[config.mk]
export PLATFORM = sky130hd
export DESIGN_NAME = rbs_extract
export DESIGN_NICKNAME = d
export VERILOG_FILES = /design/src/rtl/rbs_pkg.sv /design/src/rtl/rbs_tap.sv /design/src/rtl/rbs_cell.sv /design/src/rtl/rbs_extract.sv
export SDC_FILE = /design/constraint.sdc
export NUM_CORES = 1
export LEC_CHECK = 0
export BUFFER_PORTS_ARGS = -buffer_cell sky130_fd_sc_hd__buf_2
export CAP_MARGIN = 20
export CORE_UTILIZATION = 43
export CTS_BUF_LIST = sky130_fd_sc_hd__clkbuf_8
export DETAILED_ROUTE_END_ITERATION = 10
export GPL_ROUTABILITY_DRIVEN = 0
export SLEW_MARGIN = 10
export SYNTH_ARGS = -nofsm -noshare
export SYNTH_HDL_FRONTEND = slang
export SYNTH_SLANG_ARGS = --single-unit
[constraint.sdc]
create_clock -name clk -period 4.2 [get_ports clk]
set_input_delay 0.84 -clock clk [delete_from_list [all_inputs] [get_ports clk]]
set_output_delay 0.84 -clock clk [all_outputs]
set_load 0.005 [all_outputs]
[src/rtl/rbs_pkg.sv]
package rbs_pkg;
   localparam int ABCD_W = 4;
   typedef logic [ABCD_W-1:0] abcd_t;
   typedef enum logic [1:0] {
      SIG_2ST  = 2'b00,
      SIG_4ST  = 2'b01,
      SIG_16ST = 2'b10
   } sig_mode_e;
endpackage

[src/rtl/rbs_tap.sv]
// Decides whether the current bit is a signaling bit and where it lands in the word.
module rbs_tap
   import rbs_pkg::*;
#(
   parameter int FRAMES      = 24,
   parameter int SIG_PERIOD  = 6,
   parameter int BITS_PER_CH = 8,
   parameter int POS_W       = $clog2(BITS_PER_CH),
   parameter int FR_W        = $clog2(FRAMES + 1)
) (
   input  logic             bit_vld_i,
   input  logic [POS_W-1:0] bit_pos_i,
   input  logic [FR_W-1:0]  frame_i,
   input  logic [1:0]       mode_i,
   input  logic             hold_i,
   output logic             take_o,
   output logic [1:0]       slot_o,
   output logic             done_o
);
   initial begin
      assert (FRAMES == 4 * SIG_PERIOD) else $error("FRAMES must hold four signaling frames");
      assert (BITS_PER_CH >= 2) else $error("BITS_PER_CH too small");
   end

   sig_mode_e        md;
   logic             is_sig;
   logic             at_lsb;
   logic [FR_W-1:0]  quo;
   logic [1:0]       grp;

   assign md     = sig_mode_e'(mode_i);
   assign at_lsb = (bit_pos_i == POS_W'(BITS_PER_CH - 1));
   assign is_sig = (frame_i != '0) && (frame_i <= FR_W'(FRAMES))
                   && ((frame_i % FR_W'(SIG_PERIOD)) == '0);
   assign quo    = (frame_i / FR_W'(SIG_PERIOD)) - FR_W'(1);
   assign grp    = quo[1:0];
   assign take_o = bit_vld_i && !hold_i && is_sig && at_lsb;

   always_comb begin
      case (md)
         SIG_2ST: begin
            slot_o = 2'd0;
            done_o = 1'b1;
         end
         SIG_4ST: begin
            slot_o = {1'b0, grp[0]};
            done_o = grp[0];
         end
         default: begin
            slot_o = grp;
            done_o = (grp == 2'd3);
         end
      endcase
   end
endmodule

[src/rtl/rbs_cell.sv]
// One channel: word assembly, two-sample integration, stored state and changed mark.
module rbs_cell
   import rbs_pkg::*;
(
   input  logic       clk,
   input  logic       rst_n,
   input  logic       take_i,
   input  logic [1:0] slot_i,
   input  logic       done_i,
   input  logic       bit_i,
   input  logic [1:0] mode_i,
   input  logic       clr_i,
   output abcd_t      state_o,
   output logic       chg_o,
   output logic       evt_o
);
   logic [2:0] acc_q;
   abcd_t      prev_q;
   logic       pv_q;
   abcd_t      state_q;
   abcd_t      word;

   always_comb begin
      case (sig_mode_e'(mode_i))
         SIG_2ST: word = {bit_i, 3'b000};
         SIG_4ST: word = {acc_q[2], bit_i, 2'b00};
         default: word = {acc_q, bit_i};
      endcase
   end

   assign evt_o   = take_i && done_i && pv_q && (word == prev_q) && (word != state_q);
   assign state_o = state_q;

   always_ff @(posedge clk or negedge rst_n) begin
      if (!rst_n) begin
         acc_q   <= '0;
         prev_q  <= '0;
         pv_q    <= 1'b0;
         state_q <= '0;
         chg_o   <= 1'b0;
      end else begin
         if (take_i && !done_i) begin
            case (slot_i)
               2'd0:    acc_q[2] <= bit_i;
               2'd1:    acc_q[1] <= bit_i;
               2'd2:    acc_q[0] <= bit_i;
               default: acc_q    <= acc_q;
            endcase
         end
         if (take_i && done_i) begin
            prev_q <= word;
            pv_q   <= 1'b1;
         end
         if (evt_o) state_q <= word;
         if (evt_o)      chg_o <= 1'b1;
         else if (clr_i) chg_o <= 1'b0;
      end
   end

   AST_STATE_STEP: assert property (@(posedge clk) disable iff (!rst_n)
      !$stable(state_q) |-> $past(take_i && done_i));
   AST_STATE_PAIR: assert property (@(posedge clk) disable iff (!rst_n)
      !$stable(state_q) |-> (pv_q && prev_q == state_q));
   AST_CHG_FLAG: assert property (@(posedge clk) disable iff (!rst_n)
      !$stable(state_q) |-> chg_o);
endmodule

[src/rtl/rbs_extract.sv]
module rbs_extract
   import rbs_pkg::*;
#(
   parameter int NCH         = 24,
   parameter int FRAMES      = 24,
   parameter int SIG_PERIOD  = 6,
   parameter int BITS_PER_CH = 8,
   parameter int CH_W        = $clog2(NCH),
   parameter int POS_W       = $clog2(BITS_PER_CH),
   parameter int FR_W        = $clog2(FRAMES + 1)
) (
   input  logic             clk,
   input  logic             rst_n,
   input  logic [1:0]       mode_i,
   input  logic             bit_vld_i,
   input  logic             bit_i,
   input  logic [POS_W-1:0] bit_pos_i,
   input  logic [CH_W-1:0]  chan_i,
   input  logic [FR_W-1:0]  frame_i,
   input  logic             frz_man_i,
   input  logic             align_lost_i,
   input  logic             irq_en_i,
   input  logic             ack_i,
   input  logic [CH_W-1:0]  rd_chan_i,
   output logic [3:0]       rd_state_o,
   output logic             rd_chg_o,
   output logic             irq_o,
   output logic             frozen_o
);
   localparam int FLAT_W = NCH * ABCD_W;

   initial begin
      assert (NCH >= 2) else $error("NCH must be at least 2");
      assert ((1 << CH_W) >= NCH) else $error("CH_W too narrow for NCH");
   end

   logic              hold;
   logic              take;
   logic [1:0]        slot;
   logic              done;
   abcd_t             st [NCH];
   logic [FLAT_W-1:0] st_flat;
   logic [NCH-1:0]    chg_vec;
   logic [NCH-1:0]    evt_vec;
   logic              any_evt;

   assign hold     = frz_man_i | align_lost_i;
   assign frozen_o = hold;

   rbs_tap #(
      .FRAMES(FRAMES), .SIG_PERIOD(SIG_PERIOD), .BITS_PER_CH(BITS_PER_CH),
      .POS_W(POS_W), .FR_W(FR_W)
   ) u_tap (
      .bit_vld_i(bit_vld_i), .bit_pos_i(bit_pos_i), .frame_i(frame_i),
      .mode_i(mode_i), .hold_i(hold),
      .take_o(take), .slot_o(slot), .done_o(done)
   );

   for (genvar g = 0; g < NCH; g++) begin : g_ch
      logic sel;
      logic clr;
      assign sel = take && (chan_i == CH_W'(g));
      assign clr = ack_i && (rd_chan_i == CH_W'(g));
      rbs_cell u_cell (
         .clk(clk), .rst_n(rst_n), .take_i(sel), .slot_i(slot), .done_i(done),
         .bit_i(bit_i), .mode_i(mode_i), .clr_i(clr),
         .state_o(st[g]), .chg_o(chg_vec[g]), .evt_o(evt_vec[g])
      );
      assign st_flat[g*ABCD_W +: ABCD_W] = st[g];
   end

   assign any_evt = |evt_vec;

   always_ff @(posedge clk or negedge rst_n) begin
      if (!rst_n)                   irq_o <= 1'b0;
      else if (any_evt && irq_en_i) irq_o <= 1'b1;
      else if (ack_i)               irq_o <= 1'b0;
   end

   assign rd_state_o = (int'(rd_chan_i) < NCH) ? st[rd_chan_i] : '0;
   assign rd_chg_o   = (int'(rd_chan_i) < NCH) ? chg_vec[rd_chan_i] : 1'b0;

   AST_HOLD_STATE: assert property (@(posedge clk) disable iff (!rst_n)
      hold |=> $stable(st_flat));
   AST_HOLD_IRQ: assert property (@(posedge clk) disable iff (!rst_n)
      (hold && !irq_o) |=> !irq_o);
   AST_IRQ_CAUSE: assert property (@(posedge clk) disable iff (!rst_n)
      $rose(irq_o) |-> $past(any_evt && irq_en_i));
   AST_ACK_CLEAR: assert property (@(posedge clk) disable iff (!rst_n)
      (ack_i && !any_evt) |=> !irq_o);
   AST_ONE_CHAN: assert property (@(posedge clk) disable iff (!rst_n)
      $onehot0(evt_vec));
endmodule

==> impl_metrics.tcl <==
set metrics [dict create \
    clock-sinks 313 \
    die_h_um 203 \
    firstDrtPassIters 5 \
    root_buffer "clkbuf_8" \
    worstMarginPinSlew_ns 0.696 \
    vias_per_cell 5.66 \
    finalMaxSlewViolations 0 \
    num_vias 13900 \
    ys_top_cells_by_count "313 x dfrtp_1, 215 x nand2_1, 165 x o21ai_0, 155 x mux2_2, 152 x nor2_1" \
    holdWs_ns 0.204 \
    h-tree-depth 2 \
    yosysTopAreaCellShare 0.450 \
    cts_resized 0 \
    fillers 3726 \
    final_hold_viol_count 0 \
    cts_setup_buffers 0 \
    die_area_um2 41300 \
    period_share 0.950 \
    place_area_um2 19200 \
    syn-num-nets 1787 \
    grt_pass1_vias 13700 \
    grt_usage 0.249 \
    grt_max_degree 86 \
    synth_most_common_cell "dfrtp_1" \
    ys_async_sr_fraction 1.00 \
    synth-main-ff-cell "dfrtp_1" \
    period_minus_slack_ns 3.99 \
    area_growth_pct 16.7 \
    finalSetupViolations 0 \
    drive_above_1_share 0.255 \
    coreArea_um2 39800 \
    final.setup_skew_ns 0.0250 \
    synth_seq_area_share 0.450 \
    hold_buffers 0 \
    cts.path.max_buffers 3 \
    final_nets 1919 \
    io_buffers 34 \
    worstSetupEndpointType "register" \
    fin_total_pwr_uw 6360 \
    seq_area_um2 7830 \
    wl_per_cell_um 20.4 \
    worstPathArrival_ns 4.49 \
    grt_pass1_wl_um 79200 \
    num_io_pins 35 \
    synth_seq_cells 313 \
    yosysTopAreaCell "dfrtp_1" \
    path_clk_slew_ns 0.06 \
    start_util 0.437 \
    remaining_drc_errors 0 \
    synth.distinct_cells 68 \
    relSlewSlack 0.536 \
    p_leak_uw 0.00936 \
    ant_nets 0 \
    syn_avg_cell_area_um2 9.92 \
    fin_util 0.510 \
    yosys_warnings 0 \
    die_w_um 203 \
    wl_um 50000 \
    irDropWorstVdd_v 0.000199 \
    p_per_area_nw_per_um2 313 \
    multi_input_area_um2 9270 \
    syn_area_um2 17400 \
    grt_setup_unrepaired "no" \
    fmax_mhz 251 \
    fin_area_um2 20300 \
    status "finished clean" \
    antenna_found_initial 4 \
    cts_tree "done" \
    cp-start-kind "input port" \
    min_path_type "input port to asynchronous set/reset pin" \
    synthCells 1756 \
    fp-row-count 73 \
    cap_violations 0 \
    crit_type "input port to register" \
    rrSetupSlack_ns 1.37 \
    dpl.hpwl_um 36700 \
    drtIter0Drc 904 \
    cts_buffers 55 \
    synth-edff-count 0 \
    synthTopCellsByArea "dfrtp_1 45%, mux2_2 10%, xnor2_1 4.9%" \
    cp_data_required_time_ns 4.70 \
    gr-total-overflow 0 \
    crit_fanout 6 \
    insertion_delay_ns 0.63 \
]
## critical path, cell delays in order
cell and delay [ns]:
buf_2 0.11, nand3b_1 0.22, ha_4 0.20, o311ai_1 0.08, o21ai_1 0.12, ha_2 0.20, o21bai_1 0.15, a31oi_1 0.14
nand4_1 0.17, nor2_2 0.17, ha_2 0.20, nand2b_4 0.13, nand2b_1 0.07, o21bai_2 0.20, o2111ai_4 0.25, or3_4 0.41
or4_4 0.51, mux2_4 0.32
## registers in the layout, indices dropped and copies added (netlist names)
register,count
g_ch.u_cell.chg_o,24
g_ch.u_cell.prev_q,96
g_ch.u_cell.state_o,96
g_ch.u_cell.acc_q,72
irq_o,1
g_ch.u_cell.pv_q,24
## through the flow
step | cells | setup slack, ns | TNS (ns)
floorplan | 1756 | -0.524 | -11.54
global placement | 2356 | -0.324 | -8.45
detailed placement | 2356 | -0.464 | -22.82
CTS | 2451 | 0.213 | 0
global route | 2451 | 0.00645 | 0
finish | 2452 | 0.209 | 0
## per-layer routing
metal / global-route usage / wire length (um)
met1: 0.349 / 22900
met2: 0.377 / 22100
met3: 0.0547 / 3310
met4: 0.0956 / 1630
met5: 0 / 37
## cell families (layout without fill, tap and decap cells)
family	count (synthesis)	in the layout	share of synthesized area
fa+ha+maj	3	3	0.00216
simple gates	643	643	0.179
xor+xnor	134	134	0.0674
compound gates	332	332	0.117
flops	313	313	0.450
other cells	0	1	0
buf+inv	124	294	0.0279
mux	207	207	0.156
## cell type report
cell class | count | share of cell area
clock inverters | 24 | 0.00603
clock buffers | 71 | 0.0481
diodes | 1 | 0.000123
repair buffers | 176 | 0.0677
inverters | 23 | 0.00425
flip-flops and latches | 313 | 0.385
well taps | 525 | 0.0323
multi-input cells | 1319 | 0.456
## where the power goes
part / leakage [uW] / total, uW / internal, uW / switching [uW]
combinational: 0.00442 / 513 / 166 / 347
sequential: 0.00430 / 3020 / 3020 / 0.583
clock: 0.000645 / 2830 / 1560 / 1270
## cell usage in the layout, fill, tap and decap left out, types with 15 or more instances in the layout
cell type	netlist	final
dfrtp_1	313	313
o21ai_0	165	156
buf_2	13	31
nand3_1	56	56
nor2b_1	15	15
inv_1	23	44
nor2_1	152	146
nand4_1	22	22
nand3b_1	36	36
a21oi_1	42	42
xnor2_1	97	97
mux2_2	155	152
a22oi_1	29	29
xor2_1	37	37
and2_1	23	23
clkbuf_8	0	71
nand2b_1	47	45
mux4_2	35	35
nor3_1	26	23
buf_4	1	134
nand2_1	215	209
## path summary, 6_finish.rpt
kind / endpoint / from / depth (start not counted)
worst max-delay path: g_ch[0].u_cell.state_o[1] / frame_i[4] / 18
worst min-delay path: g_ch[13].u_cell.pv_q / rst_n / 1
max in group asynchronous: g_ch[16].u_cell.prev_q[0] / rst_n / 2
min in group clk: g_ch[17].u_cell.pv_q / g_ch[17].u_cell.pv_q / 1
worst max register to register: g_ch[20].u_cell.state_o[1] / g_ch[20].u_cell.acc_q[0] / 8
worst min register to register: g_ch[17].u_cell.pv_q / g_ch[17].u_cell.pv_q / 1
Note: power is estimated with default switching activity, not from simulation.
